==> config.mk <==
export PLATFORM = sky130hd
export DESIGN_NAME = link_event_ctl
export DESIGN_NICKNAME = d
export VERILOG_FILES = /design/src/rtl/link_event_ctl_pkg.sv /design/src/rtl/link_event_ctl_ctrl.sv /design/src/rtl/link_event_ctl_dpath.sv /design/src/rtl/link_event_ctl.sv
export SDC_FILE = /design/constraint.sdc
export NUM_CORES = 1
export LEC_CHECK = 0
export CAP_MARGIN = 20
export CORE_ASPECT_RATIO = 1.5
export CORE_MARGIN = 1.5
export CORE_UTILIZATION = 40
export CTS_CLUSTER_SIZE = 30
export DETAILED_ROUTE_END_ITERATION = 8
export PLACE_DENSITY_LB_ADDON = 0.15
export SLEW_MARGIN = 15
export SYNTH_ARGS = -nofsm -noshare
export SYNTH_HDL_FRONTEND = slang
export SYNTH_SLANG_ARGS = --single-unit
export TNS_END_PERCENT = 1
==> constraint.sdc <==
create_clock -name clk -period 2.5 [get_ports clk]
set_clock_uncertainty 0.1 [all_clocks]
set_input_delay 0.5 -clock clk [delete_from_list [all_inputs] [get_ports clk]]
set_output_delay 0.5 -clock clk [all_outputs]
set_load 0.02 [all_outputs]
==> src/rtl/link_event_ctl_pkg.sv <==
package link_event_ctl_pkg;
  typedef struct packed {
    logic linkRise;
    logic linkFall;
    logic flushStep;
  } strb_t;

  typedef enum logic {ST_IDLE, ST_FLUSH} ctl_state_t;
endpackage

==> src/rtl/link_event_ctl_ctrl.sv <==
module link_event_ctl_ctrl
  import link_event_ctl_pkg::*;
(
  input  logic  clk,
  input  logic  rstN,
  input  logic  linkUpRaw,
  input  logic  qEmpty,
  output strb_t strb,
  output logic  linkUp,
  output logic  flushDone
);
  logic [1:0] syncQ;
  logic       prevUp;
  ctl_state_t state, stateNxt;

  always_ff @(posedge clk) begin
    if (!rstN) begin
      syncQ  <= 2'b00;
      prevUp <= 1'b0;
      state  <= ST_IDLE;
    end else begin
      syncQ  <= {syncQ[0], linkUpRaw};
      prevUp <= syncQ[1];
      state  <= stateNxt;
    end
  end

  assign linkUp = syncQ[1];

  always_comb begin
    strb.linkRise  = syncQ[1] & ~prevUp;
    strb.linkFall  = ~syncQ[1] & prevUp;
    strb.flushStep = 1'b0;
    flushDone      = 1'b0;
    stateNxt       = state;
    case (state)
      ST_IDLE: if (strb.linkFall) stateNxt = ST_FLUSH;
      ST_FLUSH: begin
        strb.flushStep = 1'b1;
        if (qEmpty) begin
          flushDone = 1'b1;
          stateNxt  = ST_IDLE;
        end
      end
      default: stateNxt = ST_IDLE;
    endcase
  end
endmodule

==> src/rtl/link_event_ctl_dpath.sv <==
module link_event_ctl_dpath
  import link_event_ctl_pkg::*;
#(
  parameter int QDEPTH          = 16,
  parameter int INGRESS_CREDITS = 32,
  parameter int CRED_W          = 8,
  parameter int PWR_W           = 8,
  localparam int CNT_W          = $clog2(QDEPTH + 1)
) (
  input  logic              clk,
  input  logic              rstN,
  input  strb_t             strb,
  input  logic              linkUp,
  input  logic              rxEnq,
  input  logic              rxDeq,
  input  logic              egTlpValid,
  input  logic              cfgValid,
  input  logic              cfgWe,
  input  logic              cfgSlotCap,
  input  logic              cfgRetrain,
  input  logic [PWR_W-1:0]  cfgWrData,
  input  logic              trainStart,
  input  logic              laneRevCfg,
  input  logic              linkX2,
  input  logic              credReady,
  input  logic              pwrMsgReady,
  output logic [CNT_W-1:0]  qCount,
  output logic              qEmpty,
  output logic              egTlpFwd,
  output logic              egTlpUr,
  output logic              cfgCplValid,
  output logic [PWR_W-1:0]  cfgCplData,
  output logic              retrainReq,
  output logic              credValid,
  output logic [CRED_W-1:0] credAmount,
  output logic              pwrMsgValid,
  output logic [PWR_W-1:0]  pwrMsgValue,
  output logic              lane0Phys,
  output logic              lane1Phys
);
  localparam logic [CNT_W-1:0] Q_FULL = CNT_W'(QDEPTH);

  logic             credPend, msgPend, laneRev;
  logic [PWR_W-1:0] slotPwr;
  logic             doInc, doDec, slotWr;

  assign qEmpty = (qCount == '0);
  assign doInc  = rxEnq & linkUp & ~strb.flushStep & (qCount != Q_FULL);
  assign doDec  = (strb.flushStep | rxDeq) & ~qEmpty;
  assign slotWr = cfgValid & cfgWe & cfgSlotCap;

  always_ff @(posedge clk) begin
    if (!rstN) qCount <= '0;
    else if (doInc && !doDec) qCount <= qCount + 1'b1;
    else if (doDec && !doInc) qCount <= qCount - 1'b1;
  end

  assign egTlpFwd = egTlpValid & linkUp;
  assign egTlpUr  = egTlpValid & ~linkUp;

  always_ff @(posedge clk) begin
    if (!rstN) begin
      cfgCplValid <= 1'b0;
      cfgCplData  <= '0;
      retrainReq  <= 1'b0;
      slotPwr     <= '0;
      laneRev     <= 1'b0;
    end else begin
      cfgCplValid <= cfgValid;
      cfgCplData  <= (cfgValid && !cfgWe) ? slotPwr : '0;
      retrainReq  <= cfgValid & cfgWe & cfgRetrain;
      if (slotWr) slotPwr <= cfgWrData;
      if (trainStart) laneRev <= laneRevCfg;
    end
  end

  always_ff @(posedge clk) begin
    if (!rstN) begin
      credPend <= 1'b0;
      msgPend  <= 1'b0;
    end else begin
      if (strb.linkFall) credPend <= 1'b0;
      else if (strb.linkRise) credPend <= 1'b1;
      else if (credValid && credReady) credPend <= 1'b0;

      if (strb.linkFall) msgPend <= 1'b0;
      else if (strb.linkRise || (slotWr && linkUp)) msgPend <= 1'b1;
      else if (pwrMsgValid && pwrMsgReady) msgPend <= 1'b0;
    end
  end

  assign credValid   = credPend;
  assign credAmount  = CRED_W'(INGRESS_CREDITS);
  assign pwrMsgValid = msgPend & ~credPend;
  assign pwrMsgValue = slotPwr;
  assign lane0Phys   = laneRev & linkX2;
  assign lane1Phys   = ~(laneRev & linkX2);
endmodule

==> src/rtl/link_event_ctl.sv <==
module link_event_ctl
  import link_event_ctl_pkg::*;
#(
  parameter int QDEPTH          = 16,
  parameter int INGRESS_CREDITS = 32,
  parameter int CRED_W          = 8,
  parameter int PWR_W           = 8,
  localparam int CNT_W          = $clog2(QDEPTH + 1)
) (
  input  logic              clk,
  input  logic              rstN,
  input  logic              linkUpRaw,
  input  logic              trainStart,
  input  logic              laneRevCfg,
  input  logic              linkX2,
  input  logic              rxEnq,
  input  logic              rxDeq,
  input  logic              egTlpValid,
  input  logic              cfgValid,
  input  logic              cfgWe,
  input  logic              cfgSlotCap,
  input  logic              cfgRetrain,
  input  logic [PWR_W-1:0]  cfgWrData,
  input  logic              credReady,
  input  logic              pwrMsgReady,
  output logic              linkUp,
  output logic [CNT_W-1:0]  qCount,
  output logic              flushDone,
  output logic              egTlpFwd,
  output logic              egTlpUr,
  output logic              cfgCplValid,
  output logic [PWR_W-1:0]  cfgCplData,
  output logic              retrainReq,
  output logic              credValid,
  output logic [CRED_W-1:0] credAmount,
  output logic              pwrMsgValid,
  output logic [PWR_W-1:0]  pwrMsgValue,
  output logic              lane0Phys,
  output logic              lane1Phys
);
  strb_t strb;
  logic  qEmpty;

  link_event_ctl_ctrl ctrl_i (
    .clk(clk), .rstN(rstN), .linkUpRaw(linkUpRaw), .qEmpty(qEmpty),
    .strb(strb), .linkUp(linkUp), .flushDone(flushDone)
  );

  link_event_ctl_dpath #(
    .QDEPTH(QDEPTH), .INGRESS_CREDITS(INGRESS_CREDITS),
    .CRED_W(CRED_W), .PWR_W(PWR_W)
  ) dpath_i (
    .clk(clk), .rstN(rstN), .strb(strb), .linkUp(linkUp),
    .rxEnq(rxEnq), .rxDeq(rxDeq), .egTlpValid(egTlpValid),
    .cfgValid(cfgValid), .cfgWe(cfgWe), .cfgSlotCap(cfgSlotCap),
    .cfgRetrain(cfgRetrain), .cfgWrData(cfgWrData),
    .trainStart(trainStart), .laneRevCfg(laneRevCfg), .linkX2(linkX2),
    .credReady(credReady), .pwrMsgReady(pwrMsgReady),
    .qCount(qCount), .qEmpty(qEmpty), .egTlpFwd(egTlpFwd), .egTlpUr(egTlpUr),
    .cfgCplValid(cfgCplValid), .cfgCplData(cfgCplData), .retrainReq(retrainReq),
    .credValid(credValid), .credAmount(credAmount),
    .pwrMsgValid(pwrMsgValid), .pwrMsgValue(pwrMsgValue),
    .lane0Phys(lane0Phys), .lane1Phys(lane1Phys)
  );
endmodule

### After elaboration in Yosys (flattened, before gate mapping)

Index checks and enable logic that the tools add are counted.

* bitwise logic cells: 22
* reduce and logical (&&, ||, !) cells: 16
* equal/unequal tests: 1
* add/subtract/negate cells: 2
* muxes and demuxes: 12

Operators with widths (number)
* $and 1x1->1: 13
* $mux 5: 2
* $mux 1: 9
* $not 1->1: 8
* $logic_and 1x1->1: 6
* $reduce_bool 2->1: 3
* $add 5x1->5 const B: 1
* $logic_not 5->1: 1
* $ne 5x5->1 const B: 1
* $sub 5x1->5 const B: 1
* $logic_not 1->1: 3
* $pmux 1 s2: 1
* $reduce_and 2->1: 1
* $reduce_or 2->1: 1
* $logic_or 1x1->1: 1
* $or 1x1->1: 1

* register bits: 30
* bits of input ports: 23
* output and inout bits: 39

### Logic depth before layout (Yosys ltp)

Gate-level depths: netlist (run 1).

* depth in word-level cells: 8
* gate-level depth with buffers: 10
* mapped depth without buffers: 10

### Cells and area by module

From an unflattened synthesis (run 1), not the netlist that was laid out.

* cells, all modules: 140
* area total of the unflattened synthesis: 1290.0 µm²

Modules (own cells, without submodules)
* link_event_ctl_dpath: cells each 126, area each 1136.1 µm², instances 1
* link_event_ctl_ctrl: cells each 14, area each 153.9 µm², instances 1

### Least setup slack after synthesis (run 1)

Ideal clock, no wire load.

* path type: register to register
* start: register dpath_i.qCount[0]
* end: register dpath_i.qCount[4]
* stages on the path, launching flop included: 11
* data arrival time: 2.101 ns
* clock period less this slack: 2.272 ns
* data required time: 2.328 ns
* library setup time: 0.072 ns
* path slack: 0.228 ns
* buffers on the path: 0
* path through: dfxtp_1 -> nor4_4 -> nand2b_2 -> o21ai_0 -> ha_1 -> inv_1 -> ha_1 -> a21oi_1 -> nand3_1 -> a21oi_2 -> mux2i_1

* word-level cells in the longest chain between the ends: 6

Ends and longest elaborated chain
* start: declaration: line link_event_ctl_dpath.sv:27 `output logic [CNT_W-1:0] qCount,`
* start signal: assignment: line link_event_ctl_dpath.sv:54 `else if (doInc && !doDec) qCount <= qCount + 1'b1;`
* start signal: assignment: line link_event_ctl_dpath.sv:55 `else if (doDec && !doInc) qCount <= qCount - 1'b1;`
* parallel branches: the longest is 6 deep, another holds $sub 5x1->5

Parallel ways; which one is timed is not known. The select of a mux whose other input is x is not followed.
A chain may end at the register's enable or synchronous reset.

### Worst setup path after layout (run 1)

* start: register dpath_i.qCount[0]
* end: output port flushDone

* word-level cells in the longest chain between the ends: 3

Ends and longest elaborated chain
* $logic_not 5->1: line link_event_ctl_dpath.sv:47 `assign qEmpty = (qCount == '0);`
* $mux 1: line link_event_ctl_ctrl.sv:40 `if (qEmpty) begin`
* $mux 1: line link_event_ctl_ctrl.sv:36 `case (state)`
* end: declaration: line link_event_ctl.sv:28 `output logic flushDone,`

Every way passes these cells.

==> results of run 1 <==
==> cells in the final DEF, fill, tap and decap left out, types with 2 or more instances in the layout <==
cell type        count
a21boi_1             8
a21oi_1              2
a21oi_2              2
and2_1              17
and3_1               2
buf_4                7
bufinv_16            2
clkbuf_8             6
clkdlybuf4s50_1     53
conb_1               8
dfxtp_1             30
ha_1                 5
inv_1                7
mux2i_1              2
nand2_1             22
nand2b_1             2
nand3_1              5
nor2_1               2
nor2b_1              5
o21ai_0              4
xnor2_1              2
==> path summary, 6_finish.rpt <==
path,to,slack [ns]
worst max-delay path,flushDone,0.11
worst min-delay path,ctrl_i.syncQ[1],0.33
worst max register to register,dpath_i.qCount[4],0.12
worst min register to register,ctrl_i.syncQ[1],0.33
==> layout make-up <==
class / count / area [sq um] / area share
clock inverters: 2 / 60.1 / 0.0295
flip-flops and latches: 30 / 601 / 0.295
well taps: 40 / 50.0 / 0.0246
multi-input cells: 100 / 636 / 0.312
repair buffers: 60 / 583 / 0.286
clock buffers: 6 / 82.6 / 0.0405
inverters: 7 / 26.3 / 0.0129
==> registers in the layout, indices dropped and copies added (netlist names) <==
register             cells
dpath_i.credValid        1
dpath_i.cfgCplValid      1
ctrl_i.syncQ             2
dpath_i.retrainReq       1
ctrl_i.state             1
dpath_i.pwrMsgValue      8
dpath_i.qCount           5
dpath_i.laneRev          1
ctrl_i.prevUp            1
dpath_i.cfgCplData       8
dpath_i.msgPend          1
==> metrics by stage <==
stage	hold WS (ns)	setup slack (ns)	utilization	total power [mW]	std cells
detailed placement	0.322	-0.151	0.600	1.25	237
CTS	0.336	0.0932	0.645	1.86	245
finish	0.332	0.106	0.645	1.85	245
global placement	0.315	-0.0672	0.600	1.23	237
global route	0.353	0.00813	0.645	1.95	245
floorplan	0.312	0.228	-	1.00	149
==> logic make-up after synthesis <==
group,count (synthesis),synth area share
simple gates,60,0.249
buf+inv,19,0.0788
flops,30,0.456
mux,2,0.0152
other cells,2,0.00570
xor+xnor,3,0.0199
fa+ha+maj,7,0.0712
compound gates,20,0.104
==> per-layer routing <==
| metal | wire length, um | global-route usage |
|---|---|---|
| met5 | 0 | 0 |
| met4 | 61 | 0.0833 |
| met3 | 159 | 0.0589 |
| met2 | 1450 | 0.302 |
| met1 | 1060 | 0.158 |
==> report_power, final <==
group          total, mW  switching (mW)  internal, mW  leakage [nW]
logic              0.659           0.315         0.345         0.519
registers          0.583          0.0561         0.527         0.245
clock network      0.604           0.179         0.425        0.0714
==> worst reg2reg max path: stages (launching register included) <==
cell and delay [ns]:
dfxtp_1 0.34, nor4_4 0.35, a211oi_1 0.13, ha_1 0.22, buf_4 0.13, fa_1 0.38, nand3b_1 0.19, a21o_1 0.18
a21oi_2 0.13, mux2i_1 0.18
==> impl_metrics.py, run 1 <==
metrics = {
    "run_status": {
        "status": "finished clean",
    },
    "critical_path": {
        "crit_required_ns": 1.90,
        "worstReg2RegStart": "dpath_i.qCount[0]",
        "worstSetupEndpointType": "output port",
        "crit_start": "dpath_i.qCount[0]",
        "crit_type": "flip-flop to output port",
        "rr_worst_depth": 9,
        "cpPeakStageDelay_ns": 0.61,
        "cp_num_cells": 4,
        "critPathMaxFanout": 3,
        "path_delay_family": "buffers and inverters",
        "worst-path-buf-inv": 1,
        "worstPathCellList": "nor4_4 > nand2b_2 > nor2_1 > clkdlybuf4s50_1",
        "arrival_ns": 1.79,
        "start_kind": "flip-flop",
        "cp_slowest_cell": "clkdlybuf4s50_1",
    },
    "timing": {
        "fin_crit_sh": 0.958,
        "period_minus_slack_ns": 2.39,
        "setup_viol": 0,
        "drv_slew": 0,
        "rsz0062_at_grt": "no",
        "clock.fmax_mhz": 418,
        "hold_viol": 0,
        "fin_setup_tns_ns": 0,
    },
    "logic_synthesis": {
        "synthFlopType": "dfxtp_1",
        "ys_async_sr_fraction": 0,
        "yosysSeqAreaShare": 0.456,
        "syn_area_sq_um": 1320,
        "syn_avg_cell_area_sq_um": 9.21,
        "yosysWarnings": 0,
        "yosysMostFrequentCell": "dfxtp_1",
        "synth_top_area_frac": 0.456,
        "synth_area_leaders": "dfxtp_1 (46%), and2_1 (8.1%), nand2_1 (6.3%)",
        "synth_top_cell_by_area": "dfxtp_1",
        "synth_cell_types": 32,
        "ys_seq_elements": 30,
        "synth_edf_count": 0,
        "synthTopCellsByCount": "dfxtp_1 (30), nand2_1 (22), and2_1 (17), a21boi_1 (8), buf_4 (8)",
        "netlist_instances": 143,
    },
    "worst_hold_path": {
        "holdPathStages": 1,
        "worstHoldPathType": "flip-flop to flip-flop",
        "min-delay-start": "ctrl_i.syncQ[0]",
    },
    "placement": {
        "port_buffers": 53,
        "gp_congestion": 0.748,
        "placedInstanceArea_sq_um": 1900,
        "hpwlAfterDp_um": 2080,
    },
    "global_routing": {
        "grt_usage": 0.164,
        "grt_max_degree": 23,
        "overflow": 0,
        "antenna_found_initial": 0,
        "grt_pass1_wl_um": 4500,
        "grt_pass1_vias": 1044,
    },
    "detailed_routing": {
        "drc": 0,
        "vias": 1121,
        "wl_um": 2730,
        "drtAntennaViolNets": 0,
        "viasPerCell": 4.58,
        "drt_iter0_drc": 6,
        "first_pass_iters": 4,
        "wl_per_cell_um": 11.1,
    },
    "floorplan": {
        "die_area_sq_um": 3650,
        "die_h_um": 73.3,
        "initial_core_util": 0.417,
        "core_region_area_sq_um": 3160,
        "io_pins": 62,
        "std_cell_rows": 25,
        "die_x_um": 49.9,
    },
    "clock_network": {
        "cts_tree": "done",
        "cts_buffers": 5,
        "clock_sinks": 30,
        "cts_setup_buffers": 0,
        "clockBufferDepth": 2,
        "clockRootBuffer": "clkbuf_8",
        "insertion_delay_ns": 0.28,
        "holdBufCountCts": 0,
        "htree_levels": 2,
        "path_clk_slew_ns": 0.07,
        "cts_resized": 0,
    },
    "final_layout": {
        "diodes": 0,
        "drive_above_1_share": 0.0976,
        "stdcell_area_sq_um": 2040,
        "area_growth_pct": 54.7,
        "fillerInstances": 278,
        "nets": 233,
    },
    "power_and_ir_drop": {
        "p_leak_nw": 0.835,
        "ir_drop_uv": 826,
        "cellPowerDensity_nw_per_um2": 906,
    },
    "job": {
        "cap_violations": 0,
    },
}
(Power assumes the default switching activity.)
==> run 2: changes to the inputs <==
--- a/config.mk
+++ b/config.mk
@@ -12,6 +12,7 @@
 export CTS_CLUSTER_SIZE = 30
 export DETAILED_ROUTE_END_ITERATION = 8
 export PLACE_DENSITY_LB_ADDON = 0.15
+export SKIP_LAST_GASP = 1
 export SLEW_MARGIN = 15
 export SYNTH_ARGS = -nofsm -noshare
 export SYNTH_HDL_FRONTEND = slang
==> results of run 2 <==
Final layout, timing and power as in run 1 (identical DEF).
==> run 3: changes to the inputs <==
--- a/config.mk
+++ b/config.mk
@@ -8,7 +8,7 @@
 export CAP_MARGIN = 20
 export CORE_ASPECT_RATIO = 1.5
 export CORE_MARGIN = 1.5
-export CORE_UTILIZATION = 40
+export CORE_UTILIZATION = 36
 export CTS_CLUSTER_SIZE = 30
 export DETAILED_ROUTE_END_ITERATION = 8
 export PLACE_DENSITY_LB_ADDON = 0.15
==> constraint.sdc (replaced) <==
create_clock -name clk -period 2 [get_ports clk]
set_clock_uncertainty 0.1 [all_clocks]
set_input_delay 0.4 -clock clk [delete_from_list [all_inputs] [get_ports clk]]
set_output_delay 0.4 -clock clk [all_outputs]
set_load 0.02 [all_outputs]
==> run 3 against run 2 <==
Worst hold slack improved by 0.0030 ns. Setup slack lost 0.37 ns. Critical endpoint is now dpath_i.qCount[4]. Highest routed layer unchanged. Clock-buffer cell count rose by 1. Sequential power rose by 25%. Clock power decreased by 20%. Cell count is 3.7% higher. Routed wire length rose by 4.6%. Die area grew 11%. Sequential cell count unchanged. The flow now finishes with violations (setup timing). Total power increased by 20%. Design area is 2.4% higher.
==> impl_metrics.py, run 3 (synthesis gave the netlist of run 1 again) <==
metrics = {
    "timing": {
        "fin_setup_tns_ns": -1.22,
        "clock.fmax_mhz": 442,
        "period_minus_slack_ns": 2.26,
        "drv_slew": 0,
        "setup_ws_ns": -0.261,
        "fin_crit_sh": 1.13,
        "setup_viol": 8,
        "hold_viol": 0,
        "rsz0062_at_grt": "yes",
    },
    "detailed_routing": {
        "drt_iter0_drc": 5,
        "wl_um": 2850,
        "drc": 0,
        "first_pass_iters": 4,
        "viasPerCell": 4.45,
        "vias": 1130,
        "wl_per_cell_um": 11.2,
        "drtAntennaViolNets": 0,
    },
    "global_routing": {
        "grt_pass1_vias": 1175,
        "grt_pass1_wl_um": 4800,
        "antenna_found_initial": 0,
        "grt_max_degree": 23,
        "grt_usage": 0.158,
        "overflow": 0,
    },
    "floorplan": {
        "die_x_um": 52.4,
        "die_h_um": 77.1,
        "std_cell_rows": 26,
        "die_area_sq_um": 4040,
        "io_pins": 62,
        "initial_core_util": 0.382,
        "core_region_area_sq_um": 3450,
    },
    "power_and_ir_drop": {
        "ir_drop_uv": 957,
        "finalPower_mw": 2.21,
        "cellPowerDensity_nw_per_um2": 1060,
        "p_leak_nw": 0.855,
    },
    "run_status": {
        "status": "finished, violations left",
        "violations": "setup timing",
    },
    "final_layout": {
        "diodes": 0,
        "final_common_cell": "clkdlybuf4s50_1",
        "regArea_sq_um": 608,
        "fillerInstances": 322,
        "multi_input_area_sq_um": 674,
        "nets": 240,
        "area_growth_pct": 58.4,
        "layout_common_cells": "clkdlybuf4s50_1 (52), dfxtp_1 (26), nand2_1 (22)",
        "drive_above_1_share": 0.175,
    },
    "critical_path": {
        "cp-endpoint": "dpath_i.qCount[4]",
        "start_kind": "flip-flop",
        "reg2reg_slack_ns": -0.26,
        "worstSetupEndpointType": "flip-flop",
        "arrival_ns": 2.37,
        "crit_start": "dpath_i.qCount[0]",
        "critPathMaxFanout": 5,
        "crit_type": "flip-flop to flip-flop",
        "rr_worst_depth": 11,
        "r2r-end": "dpath_i.qCount[4]",
        "crit_required_ns": 2.11,
        "worstReg2RegStart": "dpath_i.qCount[0]",
    },
    "job": {
        "cap_violations": 0,
    },
    "clock_network": {
        "clockBufferDepth": 2,
        "insertion_delay_ns": 0.28,
        "htree_levels": 2,
        "holdBufCountCts": 0,
        "clockRootBuffer": "clkbuf_8",
        "cts_buffers": 5,
        "cts_tree": "done",
        "path_clk_slew_ns": 0.06,
        "clock_sinks": 30,
        "cts_setup_buffers": 0,
    },
    "placement": {
        "port_buffers": 53,
        "hpwlAfterDp_um": 2270,
        "pre_cts_ws_ns": -0.482,
        "gp_congestion": 0.704,
    },
    "worst_hold_path": {
        "worstHoldPathType": "flip-flop to flip-flop",
    },
}
-- run 3: changes by cell type in the layout (fill, tap and decap cells not counted), sizes merged --
cell,delta
clkbuf,+1
clkdlybuf4s50,-1
clkinv,+1
buf,+7
dlygate4sd2,+1
bufinv,-2
-- run 3: worst min-delay path by stage --
| stage | from | to | slack, ns | cells past startpoint |
|---|---|---|---|---|
| finish | ctrl_i.syncQ[0] | ctrl_i.syncQ[1] | 0.33 | 1 |
| global route | ctrl_i.syncQ[0] | ctrl_i.syncQ[1] | 0.38 | 1 |
| CTS | ctrl_i.syncQ[0] | ctrl_i.syncQ[1] | 0.34 | 1 |
| detailed placement | ctrl_i.syncQ[0] | ctrl_i.syncQ[1] | 0.33 | 1 |
| global placement | ctrl_i.syncQ[0] | ctrl_i.syncQ[1] | 0.32 | 1 |
| floorplan | ctrl_i.syncQ[0] | ctrl_i.syncQ[1] | 0.31 | 1 |
-- run 3: layout make-up --
class	count	share of cell area
Tap cell	42	0.0252
Clock inverter	1	0.00240
Timing Repair Buffer	67	0.304
Multi-Input combinational cell	100	0.323
Inverter	7	0.0126
Sequential cell	30	0.291
Clock buffer	7	0.0414
-- run 3: layer usage --
metal / vias up / share of wire / global-route usage
met3: 5 / 0.075 / 0.0525
met4: 0 / 0.019 / 0.0846
li1: 582 / - / -
met2: 42 / 0.54 / 0.280
met1: 501 / 0.37 / 0.153
met5: - / 0 / 0
-- run 3: critical path: stages (launching register included) --
cell and delay (ns):
dfxtp_2 0.33, nor4_4 0.31, buf_4 0.16, nand2b_2 0.06
o21ai_1 0.09, ha_2 0.21, inv_2 0.08, ha_4 0.28
nand3b_1 0.10, a21o_1 0.17, a21oi_2 0.12, mux2i_1 0.18
-- run 3: power by group --
group / internal (mW) / leakage (nW) / switching [mW]
sequential: 0.671 / 0.246 / 0.0549
combinational: 0.546 / 0.561 / 0.452
clock: 0.277 / 0.0482 / 0.209
total: 1.49 / 0.855 / 0.716
-- run 3: what timing repair did --
item                       CTS  global route
gates resized for setup      2             0
setup endpoints to repair    8             9
pin swaps                    1             0
-- run 3: through the flow --
stage / hold slack [ns] / area, sq um / utilization / instances
after floorplan: 0.312 / 1370 / - / 149
after global placement: 0.319 / 1980 / 0.575 / 246
after detailed placement: 0.329 / 1980 / 0.575 / 246
after CTS: 0.343 / 2090 / 0.605 / 254
after global routing: 0.375 / 2090 / 0.605 / 254
final: 0.335 / 2090 / 0.605 / 254
